<file path="src/rtl/tmon_pkg.sv">
package tmon_pkg;

    localparam int CNT_W = 16;
    localparam int IVL_W = 16;
    localparam int WIN_W = 8;
    localparam int NUM_TH = 3;
    localparam int LVL_W = 2;

    localparam logic [7:0] OFF_CTRL = 8'h00;
    localparam logic [7:0] OFF_THAB = 8'h08;
    localparam logic [7:0] OFF_THC  = 8'h0C;
    localparam logic [7:0] OFF_STAT = 8'h18;
    localparam logic [7:0] OFF_CNT  = 8'h1C;

    localparam logic [2:0] STATE_OVF = 3'd5;

    // Control word; the field positions are fixed by software.
    typedef struct packed {
        logic [WIN_W-1:0] win_len;
        logic [IVL_W-1:0] ivl_len;
        logic             rsvd;
        logic             irq_l3_en;
        logic             irq_l2_en;
        logic             irq_ovf_en;
        logic             thr_en;
        logic             trip_en;
        logic             halve_en;
        logic             stop;
    } ctrl_t;

endpackage

</file>
<file path="src/rtl/tmon_window.sv">
module tmon_window #(
    parameter int CNT_W     = 16,
    parameter int EDGE_W    = 5,
    parameter int IVL_W     = 16,
    parameter int WIN_W     = 8,
    parameter int WIN_SHIFT = 4
) (
    input  logic              clk,
    input  logic              rst_n,
    input  logic              run,
    input  logic              restart,
    input  logic [IVL_W-1:0]  ivl_len,
    input  logic [WIN_W-1:0]  win_len,
    input  logic [EDGE_W-1:0] edges,
    output logic              done,
    output logic [CNT_W-1:0]  result
);

    localparam int WL_W  = WIN_W + WIN_SHIFT;
    localparam int PER_W = (IVL_W > WL_W) ? IVL_W : WL_W;

    typedef struct packed {
        logic [PER_W-1:0] pos;
        logic [CNT_W-1:0] acc;
    } win_st_t;

    win_st_t          st_d, st_q;
    logic [PER_W-1:0] wl, ivl, last;
    logic [CNT_W:0]   sum;

    always_comb begin
        wl     = PER_W'({win_len, {WIN_SHIFT{1'b0}}});
        ivl    = PER_W'(ivl_len);
        last   = ((ivl > wl) ? ivl : wl) - PER_W'(1);
        sum    = {1'b0, st_q.acc} + (CNT_W+1)'(edges);
        result = sum[CNT_W] ? {CNT_W{1'b1}} : sum[CNT_W-1:0];
        done   = 1'b0;
        st_d   = st_q;
        if (restart || !run) begin
            st_d = '0;
        end else begin
            if (st_q.pos < wl) begin
                if (st_q.pos == wl - PER_W'(1)) begin
                    done     = 1'b1;
                    st_d.acc = '0;
                end else begin
                    st_d.acc = result;
                end
            end
            st_d.pos = (st_q.pos == last) ? '0 : st_q.pos + PER_W'(1);
        end
    end

    always_ff @(posedge clk or negedge rst_n) begin
        if (!rst_n) st_q <= '0;
        else        st_q <= st_d;
    end

endmodule

</file>
<file path="src/rtl/tmon_level.sv">
module tmon_level #(
    parameter int CNT_W  = 16,
    parameter int NUM_TH = 3,
    parameter int LVL_W  = 2
) (
    input  logic [NUM_TH-1:0][CNT_W-1:0] thr,
    input  logic [CNT_W-1:0]             count,
    output logic [LVL_W-1:0]             level,
    output logic                         ovf
);

    logic [NUM_TH-1:0] meet;

    for (genvar g = 0; g < NUM_TH; g++) begin : g_cmp
        assign meet[g] = (count >= thr[g]);
    end

    always_comb begin
        level = '0;
        for (int i = 0; i < NUM_TH; i++) begin
            if (meet[i]) level = LVL_W'(i + 1);
        end
        ovf = &count;
    end

endmodule

</file>
<file path="src/rtl/thermal_count_monitor.sv">
module thermal_count_monitor
    import tmon_pkg::*;
#(
    parameter int ADDR_W    = 8,
    parameter int EDGE_W    = 5,
    parameter int WIN_SHIFT = 4
) (
    input  logic              clk,
    input  logic              rst_n,
    input  logic [EDGE_W-1:0] osc_edges,
    input  logic              reg_wr,
    input  logic [ADDR_W-1:0] reg_addr,
    input  logic [31:0]       reg_wdata,
    output logic [31:0]       reg_rdata,
    output logic              throttle_req,
    output logic              halve_req,
    output logic              trip_req,
    output logic              irq
);

    typedef struct packed {
        ctrl_t            ctrl;
        logic [CNT_W-1:0] th_a;
        logic [CNT_W-1:0] th_b;
        logic [CNT_W-1:0] th_c;
        logic [CNT_W-1:0] count;
        logic [LVL_W-1:0] lvl;
        logic             ovf;
        logic             valid;
        logic             irq;
        logic [31:0]      rdata;
    } regs_t;

    regs_t r_d, r_q;

    logic             ctrl_wr, stat_clr, run;
    logic             win_done;
    logic [CNT_W-1:0] win_result;
    logic [LVL_W-1:0] lvl_new;
    logic             ovf_new;
    logic [3:0]       lvl_irq_en;
    logic             raise;
    logic [2:0]       state_code;
    logic             cur_valid, cur_stop;
    logic [CNT_W-1:0] cur_count;

    assign ctrl_wr  = reg_wr && (reg_addr == ADDR_W'(OFF_CTRL));
    assign stat_clr = reg_wr && (reg_addr == ADDR_W'(OFF_STAT)) && reg_wdata[8];
    assign run      = !r_q.ctrl.stop && (|r_q.ctrl.ivl_len) && (|r_q.ctrl.win_len);

    tmon_window #(
        .CNT_W(CNT_W), .EDGE_W(EDGE_W), .IVL_W(IVL_W),
        .WIN_W(WIN_W), .WIN_SHIFT(WIN_SHIFT)
    ) u_window (
        .clk     (clk),
        .rst_n   (rst_n),
        .run     (run),
        .restart (ctrl_wr),
        .ivl_len (r_q.ctrl.ivl_len),
        .win_len (r_q.ctrl.win_len),
        .edges   (osc_edges),
        .done    (win_done),
        .result  (win_result)
    );

    tmon_level #(
        .CNT_W(CNT_W), .NUM_TH(NUM_TH), .LVL_W(LVL_W)
    ) u_level (
        .thr   ({r_q.th_c, r_q.th_b, r_q.th_a}),
        .count (win_result),
        .level (lvl_new),
        .ovf   (ovf_new)
    );

    assign state_code = r_q.ovf ? STATE_OVF : {1'b0, r_q.lvl};
    assign cur_valid  = r_q.valid;
    assign cur_stop   = r_q.ctrl.stop;
    assign cur_count  = r_q.count;

    always_comb begin
        r_d        = r_q;
        lvl_irq_en = {r_q.ctrl.irq_l3_en, r_q.ctrl.irq_l2_en, r_q.ctrl.thr_en, 1'b0};
        raise      = ovf_new ? (!r_q.ovf && r_q.ctrl.irq_ovf_en)
                             : ((lvl_new > r_q.lvl) && lvl_irq_en[lvl_new]);

        if (ctrl_wr) begin
            r_d.ctrl      = ctrl_t'(reg_wdata);
            r_d.ctrl.rsvd = 1'b0;
            r_d.valid     = 1'b0;
        end
        if (reg_wr && (reg_addr == ADDR_W'(OFF_THAB))) begin
            r_d.th_a = reg_wdata[15:0];
            r_d.th_b = reg_wdata[31:16];
        end
        if (reg_wr && (reg_addr == ADDR_W'(OFF_THC))) begin
            r_d.th_c = reg_wdata[15:0];
        end
        if (stat_clr) r_d.irq = 1'b0;
        if (!run)     r_d.valid = 1'b0;

        if (win_done) begin
            r_d.count = win_result;
            r_d.valid = 1'b1;
            r_d.ovf   = ovf_new;
            r_d.lvl   = ovf_new ? LVL_W'(3) : lvl_new;
            if (raise) r_d.irq = 1'b1;
        end

        case (reg_addr)
            ADDR_W'(OFF_CTRL): r_d.rdata = 32'(r_q.ctrl);
            ADDR_W'(OFF_THAB): r_d.rdata = {r_q.th_b, r_q.th_a};
            ADDR_W'(OFF_THC):  r_d.rdata = {16'h0, r_q.th_c};
            ADDR_W'(OFF_STAT): r_d.rdata = {22'h0, r_q.valid, r_q.irq, 5'h0, state_code};
            ADDR_W'(OFF_CNT):  r_d.rdata = {r_q.count, 16'h0};
            default:           r_d.rdata = 32'h0;
        endcase
    end

    always_ff @(posedge clk or negedge rst_n) begin
        if (!rst_n) r_q <= '0;
        else        r_q <= r_d;
    end

    assign reg_rdata    = r_q.rdata;
    assign irq          = r_q.irq;
    assign throttle_req = r_q.valid && r_q.ctrl.thr_en   && (r_q.lvl >= LVL_W'(1));
    assign halve_req    = r_q.valid && r_q.ctrl.halve_en && (r_q.lvl >= LVL_W'(2));
    assign trip_req     = r_q.valid && r_q.ctrl.trip_en  && (r_q.lvl == LVL_W'(3));

endmodule

</file>
<file path="config.mk">
export PLATFORM = sky130hd
export DESIGN_NAME = thermal_count_monitor
export DESIGN_NICKNAME = d
export VERILOG_FILES = /design/src/rtl/tmon_pkg.sv /design/src/rtl/tmon_window.sv /design/src/rtl/tmon_level.sv /design/src/rtl/thermal_count_monitor.sv
export SDC_FILE = /design/constraint.sdc
export NUM_CORES = 1
export LEC_CHECK = 0
export ABC_AREA = 1
export BUFFER_PORTS_ARGS = -buffer_cell sky130_fd_sc_hd__buf_2
export CAP_MARGIN = 25
export CELL_PAD_IN_SITES_DETAIL_PLACEMENT = 2
export CELL_PAD_IN_SITES_GLOBAL_PLACEMENT = 2
export CORE_ASPECT_RATIO = 1.25
export CORE_MARGIN = 2
export CORE_UTILIZATION = 39
export DETAILED_ROUTE_END_ITERATION = 6
export PLACE_DENSITY_LB_ADDON = 0.1
export SYNTH_ARGS = -nofsm -noshare
export SYNTH_HDL_FRONTEND = slang
export SYNTH_SLANG_ARGS = --single-unit
</file>
<file path="constraint.sdc">
create_clock -name clk -period 6.9 [get_ports clk]
set_input_delay 0.69 -clock clk [delete_from_list [all_inputs] [get_ports clk]]
set_output_delay 0.69 -clock clk [all_outputs]
set_load 0.01 [all_outputs]
</file>
# Word level (Yosys, flattened, before mapping)
# Index checks and enable logic that the tools add are counted.
# W data, S select, Z words.
[totals] output_inout_bits=36 wordCells=88 reg_bits=164
[op_classes] n_mux=23 n_eq_ne=8 n_reduce_logical=24 n_lt_le_gt_ge=9 addsub=4
[op_table] op="$pmux W32 S5" count=1
[op_table] op="$mux W16" count=5
[op_table] op="$ge A16 B16 Y1" count=3
[op_table] op="$eq A16 B16 Y1" count=2
[op_table] op="$mux W32" count=1
[op_table] op="$add A16 B5 Y17" count=1
[op_table] op="$add A16 B1 Y16 const B" count=1
[op_table] op="$eq A8 B4 Y1 const B" count=2
[op_table] op="$eq A8 B5 Y1 const B" count=2
[op_table] op="$gt A16 B12 Y1" count=1
[op_table] op="$lt A16 B12 Y1" count=1
[op_table] op="$reduce_and A16 Y1" count=1
[op_table] op="$reduce_or A16 Y1" count=1
[op_table] op="$sub A16 B1 Y16 const B" count=1
[op_table] op="$logic_and A1 B1 Y1" count=15
[op_table] op="$sub A12 B1 Y13 const B" count=1
[op_table] op="$mux W1" count=10
[op_table] op="$logic_not A8 Y1" count=1
[op_table] op="$mux W2" count=4
[op_table] op="$reduce_or A8 Y1" count=1
[op_table] op="$logic_not A1 Y1" count=3
[op_table] op="$lt A2 B3 Y1 const B" count=1
[op_table] op="$mux W3" count=1
[op_table] op="$ne A3 B3 Y1 const B" count=1
[op_table] op="7 further kinds" count=7

# Longest topological paths before layout
[depth] depth_word=12 depth_mapped=33 depth_no_buf=33

# By module
# From an unflattened synthesis, not the netlist that was laid out.
[hier_totals] hier_cells=1393 hier_area_um2=10771.6
[by_module_without_submodules] mod="thermal_count_monitor" cells_each=651 instances=1 seq_area_each_um2=3303.2 area_per_inst_um2=5919.4
[by_module_without_submodules] mod="tmon_window" cells_each=530 instances=1 seq_area_each_um2=800.8 area_per_inst_um2=3535.9
[by_module_without_submodules] mod="tmon_level" cells_each=212 instances=1 seq_area_each_um2=0.0 area_per_inst_um2=1316.3

# Least setup slack after synthesis
# No wires, ideal clock.
[synth_timing] path_type="input -> register" startpoint="input osc_edges[0]" endpoint="register r_q, in the netlist irq" path_slack_ps=2721 arrival_time_ps=4114 n_path_buf=0 stages=28 cell_sequence="ha_1 -> fa_1 -> nand3_1 -> nand3_1 -> nand2_1 -> a21oi_2 -> nand2_1 -> nor2_1 -> nand2_2 -> inv_2 -> or2_2 -> ha_1 -> nand2_1 -> o21bai_1 -> a21boi_0 -> o21ai_0 -> nand2_1 -> a31oi_1 -> nand2_1 -> ha_1 -> a21oi_1 -> a21oi_1 -> o21ai_0 -> a21oi_1 -> nand2_1 -> nand2_1 -> nand2_1 -> nand2_1"
[synth_lines] item="start, declared" line_no="thermal_count_monitor.sv:10" rtl="input logic [EDGE_W-1:0] osc_edges,"
[synth_lines] item="end signal, assigned" line_no="thermal_count_monitor.sv:121" rtl="else r_q <= r_d;"
[synth_lines] item="end, declared" line_no="thermal_count_monitor.sv:34" rtl="regs_t r_d, r_q;"

==> impl_metrics.prom <==
# TYPE chip_impl_metric gauge
chip_impl_metric{name="post_cts_hold_buffer_count",unit=""} 0
chip_impl_metric{name="multi_input_comb_area",unit="sq mm"} 0.00512
chip_impl_metric{name="area.sequential",unit="sq mm"} 0.00410
chip_impl_metric{name="synth_edf_count",unit=""} 0
chip_impl_metric{name="num_io_pins",unit=""} 84
chip_impl_metric{name="synthesis.area_per_instance",unit="sq um"} 7.94
chip_impl_metric{name="final_cells",unit=""} 1702
chip_impl_metric{name="numCtsBuffers",unit=""} 17
chip_impl_metric{name="placement_setup_slack",unit="ns"} 1.68
chip_impl_metric{name="num-nets-final",unit=""} 1472
chip_impl_metric{name="synth_warnings",unit=""} 0
chip_impl_info{name="min_path_type",value="in2async"} 1
chip_impl_metric{name="number_of_optimization_iterations_in_the_first_detailed_route_pass",unit=""} 4
chip_impl_metric{name="ff2ff_setup_slack",unit="ns"} 2.01
chip_impl_metric{name="cts_clock_pin_slew_for_the_worst_setup_and_hold_paths",unit="ns"} 0.07
chip_impl_info{name="outcome",value="finished clean"} 1
chip_impl_metric{name="h-tree-depth",unit=""} 4
chip_impl_info{name="critical-path-top-cell-by-count",value="sky130_fd_sc_hd__nand2_1"} 1
chip_impl_metric{name="insertedDiodeCount",unit=""} 0
chip_impl_metric{name="dr_total_vias",unit=""} 9214
chip_impl_metric{name="number_of_antenna_violations_at_the_first_check_in_global_routing",unit=""} 0
chip_impl_metric{name="largest_net_degree_at_the_start_of_global_routing",unit=""} 89
chip_impl_metric{name="grt_first_pass_wirelength",unit="mm"} 58.5
chip_impl_info{name="cp-start-kind",value="register"} 1
chip_impl_info{name="layout_commonest_cell",value="sky130_fd_sc_hd__nand2_1"} 1
chip_impl_metric{name="final.period_utilization",unit="%"} 70.9
chip_impl_metric{name="clkLatencyLatePin",unit="ns"} 0.45
chip_impl_metric{name="synth_async_sr_flop_share",unit="%"} 100
chip_impl_metric{name="timing.final.crit_period",unit="ns"} 4.89
chip_impl_metric{name="initial_core_util",unit="%"} 39.7
chip_impl_metric{name="synth_area",unit="sq mm"} 0.0104
chip_impl_metric{name="cts.repair_timing.setup_buffer_count",unit=""} 0
chip_impl_metric{name="grt_overflow",unit=""} 0
chip_impl_metric{name="globalRouteTotalUtil",unit="%"} 28.0
chip_impl_info{name="top_flip_flop_cell_by_instance_count_after_synthesis",value="sky130_fd_sc_hd__dfrtp_1"} 1
chip_impl_metric{name="synth.yosys.seq_area_share",unit="%"} 39.6
chip_impl_metric{name="drt-wirelength-per-cell",unit="um"} 21.8
chip_impl_metric{name="detailed_place_hpwl",unit="mm"} 28.4
chip_impl_metric{name="tightestPinTransition",unit="ns"} 0.904
chip_impl_metric{name="final_wtd_congestion",unit=""} 0.895
chip_impl_metric{name="clock_skew",unit="ns"} 0.0127
chip_impl_metric{name="total_power_of_the_final_layout",unit="mW"} 3.22
chip_impl_info{name="mostFrequentLayoutCells",value="265 x sky130_fd_sc_hd__nand2_1, 186 x sky130_fd_sc_hd__inv_1, 164 x sky130_fd_sc_hd__dfrtp_1, 112 x sky130_fd_sc_hd__o21ai_0, 87 x sky130_fd_sc_hd__nand3_1"} 1
chip_impl_metric{name="routed_vias_inst",unit=""} 5.41
chip_impl_metric{name="die_w",unit="um"} 150
chip_impl_metric{name="layout_stage_area_growth_over_the_synthesis_result",unit="%"} 10.6
chip_impl_metric{name="layout-drive-gt1-share",unit="%"} 13.9
chip_impl_metric{name="synthesized_net_count",unit=""} 1428
chip_impl_metric{name="clock_path_buffers",unit=""} 2
chip_impl_metric{name="p_leak",unit="nW"} 5.81
chip_impl_metric{name="core_region_area",unit="sq mm"} 0.0261
chip_impl_metric{name="initialDrtViolationCount",unit=""} 374
chip_impl_metric{name="timing.critical_path.slowest_cell_delay",unit="ns"} 0.43
chip_impl_info{name="cts-root-buf",value="sky130_fd_sc_hd__clkbuf_16"} 1
chip_impl_metric{name="maxCapViolations",unit=""} 0
chip_impl_metric{name="filler_cell_count",unit=""} 2997
chip_impl_metric{name="drc",unit=""} 0
chip_impl_metric{name="fp.dieArea",unit="sq mm"} 0.0279
chip_impl_metric{name="wl",unit="mm"} 37.2
chip_impl_metric{name="worstPathMaxFanout",unit=""} 9
chip_impl_metric{name="ant_nets",unit=""} 0
chip_impl_metric{name="finalWorstSetupSlack",unit="ns"} 2.01
chip_impl_info{name="timing.critical_path.to_type",value="register"} 1
chip_impl_info{name="critical_setup_path_class",value="reg2reg"} 1
chip_impl_metric{name="number_of_gates_resized_after_cts",unit=""} 0
chip_impl_metric{name="maxSlewViolCount",unit=""} 0
chip_impl_metric{name="final.hold.worst_slack",unit="ns"} 0.329
chip_impl_metric{name="max_slew_margin",unit="%"} 39.7
chip_impl_metric{name="critical_path_required",unit="ns"} 7.28
chip_impl_info{name="rsz_0062_raised_after_global_routing",value="no"} 1
chip_impl_metric{name="place.port_buffers",unit=""} 83
chip_impl_metric{name="setup_tns",unit="ns"} 0
chip_impl_metric{name="die_height",unit="um"} 186
chip_impl_metric{name="power-per-cell-area",unit="mW/mm^2"} 281
chip_impl_metric{name="numPlacedInstances",unit=""} 1669
chip_impl_metric{name="placementRows",unit=""} 66
chip_impl_metric{name="clock-sinks",unit=""} 164
chip_impl_metric{name="hold_violations",unit=""} 0
chip_impl_metric{name="setup_viol",unit=""} 0
chip_impl_metric{name="cp.arrival",unit="ns"} 5.27
chip_impl_metric{name="achievable-frequency",unit="MHz"} 204
chip_impl_metric{name="ys_seq_elements",unit=""} 164
chip_impl_metric{name="synthDistinctLibCells",unit=""} 52
chip_impl_metric{name="worst_ir_drop_vdd",unit="uV"} 161
chip_impl_info{name="cts_tree",value="done"} 1
chip_impl_info{name="worst_path_max_delay_cell",value="sky130_fd_sc_hd__dfrtp_1"} 1
chip_impl_metric{name="gate_count_of_the_mapped_netlist",unit=""} 1305
chip_impl_metric{name="first_global_vias",unit=""} 10213
-- path summary, 6_finish.rpt --
| check | startpoint | endpoint | depth (start not counted) |
|---|---|---|---|
| setup reg to reg | u_window.st_q[0]$_DFFE_PN0P_ | irq$_DFF_PN0_ | 31 |
| setup / recovery | u_window.st_q[0]$_DFFE_PN0P_ | irq$_DFF_PN0_ | 31 |
| hold / removal | rst_n | u_window.st_q[18]$_DFF_PN0_ | 1 |
| hold reg to reg | r_q[58]$_DFFE_PN0P_ | r_q[58]$_DFFE_PN0P_ | 2 |
| min in group clk | reg_wdata[11] | r_q[112]$_DFFE_PN0P_ | 3 |
| max in group asynchronous | rst_n | u_window.st_q[10]$_DFFE_PN0P_ | 3 |
-- cell type report --
type	instances	area share, %
Multi-Input combinational cell	880	44.7
Sequential cell	164	35.8
Inverter	194	6.37
Timing Repair Buffer	92	4.44
Clock buffer	20	3.90
Tap cell	340	3.71
Clock inverter	12	1.07
-- logic make-up (layout without fill, tap and decap cells) --
logic type | after synthesis | in the layout | share of synthesized area, %
simple gates | 530 | 530 | 23.5
buf+inv | 261 | 318 | 11.1
compound gates | 235 | 235 | 13.1
flops | 164 | 164 | 39.6
fa+ha+maj | 75 | 75 | 9.13
xor+xnor | 39 | 39 | 3.43
mux | 1 | 1 | 0.109
-- sequential cells by signal, summed over array words and instances, names as in the netlist --
register       cells
cur_stop           1
cur_valid          1
r_q               78
cur_count         16
u_window.st_q     32
lvl_irq_en         3
irq                1
reg_rdata         32
-- worst max-delay path: cells and delay by family (launching register included) --
family                   cells  cell delay [ns]
buffers and inverters        4             0.44
flip-flops                   1             0.43
AO/OA/AOI/OAI                9             1.38
adder cells (fa/ha/maj)      4             1.15
AND/OR/NAND/NOR             14             1.41
-- synthesized netlist by cell type (19+ instances only) --
cell	count	area share, %
sky130_fd_sc_hd__a21oi_1	60	2.9
sky130_fd_sc_hd__buf_4	32	2.3
sky130_fd_sc_hd__clkbuf_1	26	0.94
sky130_fd_sc_hd__dfrtp_1	164	40
sky130_fd_sc_hd__ha_1	74	8.9
sky130_fd_sc_hd__inv_1	186	6.7
sky130_fd_sc_hd__nand2_1	266	9.6
sky130_fd_sc_hd__nand3_1	87	4.2
sky130_fd_sc_hd__nand4_1	19	1.1
sky130_fd_sc_hd__nor2_1	82	3.0
sky130_fd_sc_hd__o21ai_0	112	5.4
sky130_fd_sc_hd__o221ai_1	22	1.9
sky130_fd_sc_hd__xor2_1	30	2.5
-- per-stage QoR --
stage | utilization, % | cell area (sq um)
5_1_grt | 43.9 | 11500
2_1_floorplan | - | 10400
3_5_place_dp | 41.6 | 10900
3_3_place_gp | 41.6 | 10900
4_1_cts | 43.8 | 11400
6_report | 43.9 | 11500
-- report_power, final --
| part | switching (mW) | internal [mW] | leakage [nW] |
|---|---|---|---|
| clock | 0.435 | 0.514 | 0.267 |
| sequential | 0.0805 | 1.04 | 2.10 |
| combinational | 0.759 | 0.400 | 3.44 |
-- metal layers --
layer	part of all wire (%)	vias to the layer above	track usage (%)
met3	2.7	57	4.34
met2	54	157	52.7
met1	40	4671	31.9
met5	0	-	0
met4	3.3	0	10.3
li1	-	4329	-
Note: power is estimated with default switching activity, not from simulation.
